[src/rtl/sep_pkg.sv]
`timescale 1ns/1ps
package sep_pkg;
  localparam int DEF_PERIOD  = 15000;
  localparam int DEF_EDGES   = 42;
  localparam int DEF_STROBES = 4;

  function automatic int bits_for(input int n);
    return (n < 2) ? 1 : $clog2(n);
  endfunction
endpackage

[src/rtl/sep_period_timer.sv]
`timescale 1ns/1ps
module sep_period_timer #(
  parameter int PERIOD = 15000,
  parameter int CW     = 14
) (
  input  logic          clk,
  input  logic          rst,
  input  logic          en,
  output logic [CW-1:0] cnt,
  output logic          wrap,
  output logic          ref_pulse
);
  localparam logic [CW-1:0] LAST = CW'(PERIOD - 1);

  assign wrap = en && (cnt == LAST);

  always_ff @(posedge clk) begin
    if (rst) begin
      cnt       <= '0;
      ref_pulse <= 1'b0;
    end else begin
      ref_pulse <= en && (cnt == '0);
      if (!en || wrap) cnt <= '0;
      else             cnt <= cnt + CW'(1);
    end
  end


  cnt_range_chk: assert property (@(posedge clk) disable iff (rst)
    cnt <= LAST);


  ref_single_chk: assert property (@(posedge clk) disable iff (rst)
    ref_pulse |=> !ref_pulse);
endmodule

[src/rtl/sep_edge_table.sv]
`timescale 1ns/1ps
module sep_edge_table #(
  parameter int DEPTH = 42,
  parameter int AW    = 6,
  parameter int DW    = 14
) (
  input  logic          clk,
  input  logic          we,
  input  logic [AW-1:0] waddr,
  input  logic [DW-1:0] wdata,
  input  logic [AW-1:0] raddr,
  output logic [DW-1:0] rdata
);
  logic [DW-1:0] mem [DEPTH];

  always_ff @(posedge clk) begin
    if (we && (int'(waddr) < DEPTH)) mem[waddr] <= wdata;
  end

  always_ff @(posedge clk) begin
    rdata <= mem[raddr];
  end
endmodule

[src/rtl/sep_edge_seq.sv]
`timescale 1ns/1ps
module sep_edge_seq #(
  parameter int EDGES = 42,
  parameter int AW    = 6,
  parameter int CW    = 14
) (
  input  logic          clk,
  input  logic          rst,
  input  logic          en,
  input  logic [CW-1:0] cnt,
  input  logic          wrap,
  input  logic [CW-1:0] cmp,
  output logic [AW-1:0] raddr,
  output logic          pwm_out
);
  localparam logic [AW-1:0] LAST_IDX = AW'(EDGES - 1);

  logic [AW-1:0] ptr;
  logic          done;
  logic          match;
  logic          at_last;

  assign at_last = (ptr == LAST_IDX);
  assign match   = en && !done && (cnt == cmp);

  always_comb begin
    if (!en || wrap)          raddr = '0;
    else if (match && at_last) raddr = '0;
    else if (match)           raddr = ptr + AW'(1);
    else                      raddr = ptr;
  end

  always_ff @(posedge clk) begin
    if (rst || !en) begin
      ptr     <= '0;
      done    <= 1'b0;
      pwm_out <= 1'b0;
    end else if (wrap) begin
      ptr     <= '0;
      done    <= 1'b0;
      pwm_out <= 1'b0;
    end else if (match) begin
      pwm_out <= ~pwm_out;
      if (at_last) done <= 1'b1;
      else         ptr  <= ptr + AW'(1);
    end
  end


  wrap_low_chk: assert property (@(posedge clk) disable iff (rst)
    wrap |=> !pwm_out);


  wrap_restart_chk: assert property (@(posedge clk) disable iff (rst)
    wrap |=> (ptr == '0) && !done);


  ptr_range_chk: assert property (@(posedge clk) disable iff (rst)
    ptr <= LAST_IDX);
endmodule

[src/rtl/sep_strobe_gen.sv]
`timescale 1ns/1ps
module sep_strobe_gen #(
  parameter int PERIOD  = 15000,
  parameter int STROBES = 4,
  parameter int CW      = 14
) (
  input  logic          clk,
  input  logic          rst,
  input  logic          en,
  input  logic [CW-1:0] phase_dly,
  output logic          strobe
);
  localparam int QUARTER = PERIOD / STROBES;
  localparam logic [CW-1:0] QLAST = CW'(QUARTER - 1);

  logic [CW-1:0] qcnt;

  always_ff @(posedge clk) begin
    if (rst) begin
      qcnt   <= '0;
      strobe <= 1'b0;
    end else begin
      strobe <= en && (qcnt == phase_dly);
      if (!en || qcnt == QLAST) qcnt <= '0;
      else                      qcnt <= qcnt + CW'(1);
    end
  end


  strobe_single_chk: assert property (@(posedge clk) disable iff (rst)
    (strobe && QUARTER > 1) |=> !strobe);
endmodule

[src/rtl/stored_edge_pwm.sv]
`timescale 1ns/1ps
module stored_edge_pwm #(
  parameter int PERIOD  = sep_pkg::DEF_PERIOD,
  parameter int EDGES   = sep_pkg::DEF_EDGES,
  parameter int STROBES = sep_pkg::DEF_STROBES,
  parameter int CW      = sep_pkg::bits_for(PERIOD),
  parameter int AW      = sep_pkg::bits_for(EDGES)
) (
  input  logic          clk,
  input  logic          rst,
  input  logic          en,
  input  logic          tbl_we,
  input  logic [AW-1:0] tbl_addr,
  input  logic [CW-1:0] tbl_data,
  input  logic [CW-1:0] phase_dly,
  output logic          pwm_out,
  output logic          ref_pulse,
  output logic          smp_strobe
);
  logic [CW-1:0] cnt;
  logic          wrap;
  logic [AW-1:0] raddr;
  logic [CW-1:0] cmp;
  logic          we_ok;

  assign we_ok = tbl_we && !en;

  sep_period_timer #(.PERIOD(PERIOD), .CW(CW)) u_timer (
    .clk(clk), .rst(rst), .en(en),
    .cnt(cnt), .wrap(wrap), .ref_pulse(ref_pulse)
  );

  sep_edge_table #(.DEPTH(EDGES), .AW(AW), .DW(CW)) u_table (
    .clk(clk), .we(we_ok), .waddr(tbl_addr), .wdata(tbl_data),
    .raddr(raddr), .rdata(cmp)
  );

  sep_edge_seq #(.EDGES(EDGES), .AW(AW), .CW(CW)) u_seq (
    .clk(clk), .rst(rst), .en(en), .cnt(cnt), .wrap(wrap),
    .cmp(cmp), .raddr(raddr), .pwm_out(pwm_out)
  );

  sep_strobe_gen #(.PERIOD(PERIOD), .STROBES(STROBES), .CW(CW)) u_strobe (
    .clk(clk), .rst(rst), .en(en), .phase_dly(phase_dly),
    .strobe(smp_strobe)
  );


  idle_quiet_chk: assert property (@(posedge clk)
    rst |=> !pwm_out && !ref_pulse && !smp_strobe);


  off_quiet_chk: assert property (@(posedge clk) disable iff (rst)
    !en |=> !pwm_out && !ref_pulse && !smp_strobe);
endmodule

[config.mk]
export PLATFORM = sky130hd
export DESIGN_NAME = stored_edge_pwm
export DESIGN_NICKNAME = d
export VERILOG_FILES = /design/src/rtl/sep_pkg.sv /design/src/rtl/sep_period_timer.sv /design/src/rtl/sep_edge_table.sv /design/src/rtl/sep_edge_seq.sv /design/src/rtl/sep_strobe_gen.sv /design/src/rtl/stored_edge_pwm.sv
export SDC_FILE = /design/constraint.sdc
export NUM_CORES = 1
export LEC_CHECK = 0
export BUFFER_PORTS_ARGS = -buffer_cell sky130_fd_sc_hd__buf_4
export CAP_MARGIN = 40
export CORE_MARGIN = 2
export CORE_UTILIZATION = 45
export DETAILED_ROUTE_END_ITERATION = 10
export GPL_TIMING_DRIVEN = 0
export MAX_ROUTING_LAYER = met4
export SKIP_CTS_REPAIR_TIMING = 1
export SLEW_MARGIN = 20
export SYNTH_ARGS = -nofsm -noshare
export SYNTH_HDL_FRONTEND = slang
export SYNTH_HIERARCHICAL = 1
export SYNTH_SLANG_ARGS = --single-unit
[constraint.sdc]
create_clock -name clk -period 3.35 [get_ports clk]
set_clock_uncertainty 0.2 [all_clocks]
set_input_delay 0.335 -clock clk [delete_from_list [all_inputs] [get_ports clk]]
set_output_delay 0.335 -clock clk [all_outputs]
set_load 0.1 [all_outputs]
==> impl_metrics.ini <==
[outcome]
status = finished with violations
violations = negative setup slack

[power]
intPower_uw = 12900
leakagePower_uw = 0.00922
peakVddDrop_uv = 450
seqPwrFrac = 0.543
pwr-share-comb = 0.017
swShare = 0.199
p_per_area_nw_per_um2 = 526
p_switching_uw = 3210
power_frac_clock = 0.440

[flow_run]
max_cap_viol_count = 0

[critical_path]
cp.arrival_ns = 4.26
crit_required_ns = 3.59
critPathKind = reg2reg
cp_slowest_stage_delay_ns = 0.52
rrSetupSlack_ns = -0.68
cpMaxStageDelayCell = mux4_2
cp-start-kind = register
rr_worst_depth = 11
path_delay_family = simple AND/OR/NAND/NOR gates
r2r-start = u_timer/cnt[4]
critPathMaxFanout = 6
path_depth = 11
cp_cell_sequence = xor2_2, nor4_2, nand4_1, or3_4, a21oi_4, buf_12, clkbuf_16, mux4_2, mux2_4, o211ai_1, o41ai_4
endpoint_kind = register
r2r-end = u_table/rdata[8]
crit_buf_inv = 2

[clocking]
cts_tree = built
cts-buffers-inserted = 68
path_clk_slew_ns = 0.06
clock_latency_ns = 0.62
cts.sinks = 640
clk_path_buf_depth = 3
root_buffer = clkbuf_16
htree_levels = 3

[place]
gp_congestion = 0.871
dp.final_hpwl_um = 40700
preCtsSetupSlack_ns = -1.57
portBuffers = 40
placed_cells = 2314

[yosys]
async_flop_share = 0
yosysMostFrequentCell = edfxtp_1
synth_edf_count = 588
yosys.area.top_type = edfxtp_1
syn_nets = 1529
yosys-top-cells-area = edfxtp_1 (68%), mux2i_1 (9.2%), dfxtp_1 (4.0%), mux4_2 (2.4%), a22oi_1 (1.6%)
syn-cell-area_um2 = 25800
synth_ff_type = edfxtp_1
synth_cells = 1485
seq_area_frac_synth = 0.725
yosysWarningCount = 6
yosysUniqueCellTypes = 59
synth_top_area_share = 0.685
synth-seq-cells = 640
netlist_top_cells_count = edfxtp_1 (588), mux2i_1 (238), nor2_1 (83)
avgSynthCellArea_um2 = 17.4

[layout]
nNetsFinal = 1691
instances_no_fill = 2453
area_growth_syn_to_layout_pct = 18.8
fin_util = 0.542
fillers = 4397
layout-drive-gt1-share = 0.260
n_antenna_cell = 0

[detailed_routing]
drc = 0
drtIter0Drc = 1449
firstDrtPassIters = 5
vias = 14100
routed_wl_um = 63700
vias_per_cell = 5.74
ant_nets = 0
wl_per_cell_um = 26.0

[global_routing]
grt_use_total = 0.220
grt_pass1_vias = 13500
grt_overflow = 0
grt_pass1_wl_um = 92100
grt_max_degree = 43
antenna_found_initial = 0

[hold_path]
hold-path-endpoint = u_table/mem[39][8]
hold_path_depth = 1
holdCritPathClass = in2reg
worstHoldStart = tbl_data[8]

[timing]
period_share = 1.20
max_slew_margin = 0.437
tightestPinTransition_ns = 0.844
hold_viol = 0
setup_slack_ns = -0.675
fmaxAchievable_ghz = 0.248
period_needed_ns = 4.03
setup-violations-final = 14
rsz0062_at_grt = true
drv_slew = 0

[die]
rows = 87
dieArea_um2 = 59200
start_util = 0.456
io_pins = 41
fp.dieW_um = 243
core_um2 = 56500
die_h_um = 243
## sequential cells by signal, indices dropped and copies added (netlist names)
signal,count
u_table/rdata,14
u_strobe/qcnt,14
u_table/mem,588
u_seq/ptr,6
u_seq/done,1
u_strobe/strobe,1
u_timer/ref_pulse,1
u_timer/cnt,14
u_seq/pwm_out,1
## cell usage in the layout, fill, tap and decap left out, drive strengths merged, types with 2 or more instances in the layout
master and count:
nand2 27, or4 3, and3 4, nand4 17, mux4 28, nand3 14, dfxtp 52, and4 3
a221oi 28, o21ai 8, or3b 5, or3 6, o22ai 14, mux2 14, or2 3, buf 140
edfxtp 588, o211ai 14, dlygate4sd3 5, bufinv 2, nor2b 4, nor4 13, a21oi 39, nand3b 5
xnor2 31, nand2b 4, nor2 85, o41ai 15, xor2 22, inv 12, clkinv 32, nor3 6
a22o 28, and2 2, ha 6, a22oi 56, mux2i 238, clkbuf 116
## metal layers
layer	wire, µm	vias to the layer above	GRT usage
met4	1700	0	0.0597
met2	29600	461	0.330
li1	-	6264	-
met1	28500	7240	0.315
met5	0	-	-
met3	3900	112	0.0327
## worst max path at each step
| stage | start | to | slack, ns |
|---|---|---|---|
| floorplan | u_timer/cnt[5] | u_table/rdata[0] | 0.02 |
| global placement | u_timer/cnt[0] | u_table/rdata[12] | -1.57 |
| detailed placement | u_timer/cnt[3] | u_table/rdata[12] | -1.57 |
| CTS | u_timer/cnt[3] | u_table/rdata[12] | -1.61 |
| global route | u_timer/cnt[0] | u_table/rdata[2] | -0.80 |
| finish | u_timer/cnt[4] | u_table/rdata[8] | -0.68 |
## kinds of logic after synthesis
kind of cell	synth area share
fa+ha+maj	0.00291
compound gates	0.0665
simple gates	0.0421
xor+xnor	0.0180
mux	0.123
buf+inv	0.0225
flops	0.725
## power groups by stage
stage	sequential (µW)	clock [µW]	combinational (µW)
finish	8750	7090	271
CTS	8750	7220	266
floorplan	8920	0	60.4
global placement	8910	0	247
detailed placement	8910	0	266
global route	8740	7540	293
## metrics by stage
step | hold WS [ns] | TNS [ns] | total power [µW] | instance area (µm²)
after floorplan | 0.228 | 0 | 8980 | 25800
after global placement | 0.249 | -22.60 | 9160 | 27000
after CTS | -0.197 | -21.37 | 16200 | 29600
after detailed placement | 0.250 | -20.89 | 9180 | 27500
final | 0.00372 | -8.61 | 16100 | 30600
after global routing | 0.0105 | -10.55 | 16600 | 30600
## cell type report
cell class | count | area (µm²) | share of cell area
Timing Repair Buffer | 93 | 912 | 0.0298
Multi-Input combinational cell | 750 | 7100 | 0.232
Sequential cell | 640 | 18700 | 0.611
Buffer | 84 | 807 | 0.0264
Tap cell | 756 | 946 | 0.0309
Clock inverter | 36 | 241 | 0.00789
Inverter | 10 | 37.5 | 0.00123
Clock buffer | 84 | 1860 | 0.0606
Note: power is estimated with default switching activity, not from simulation.
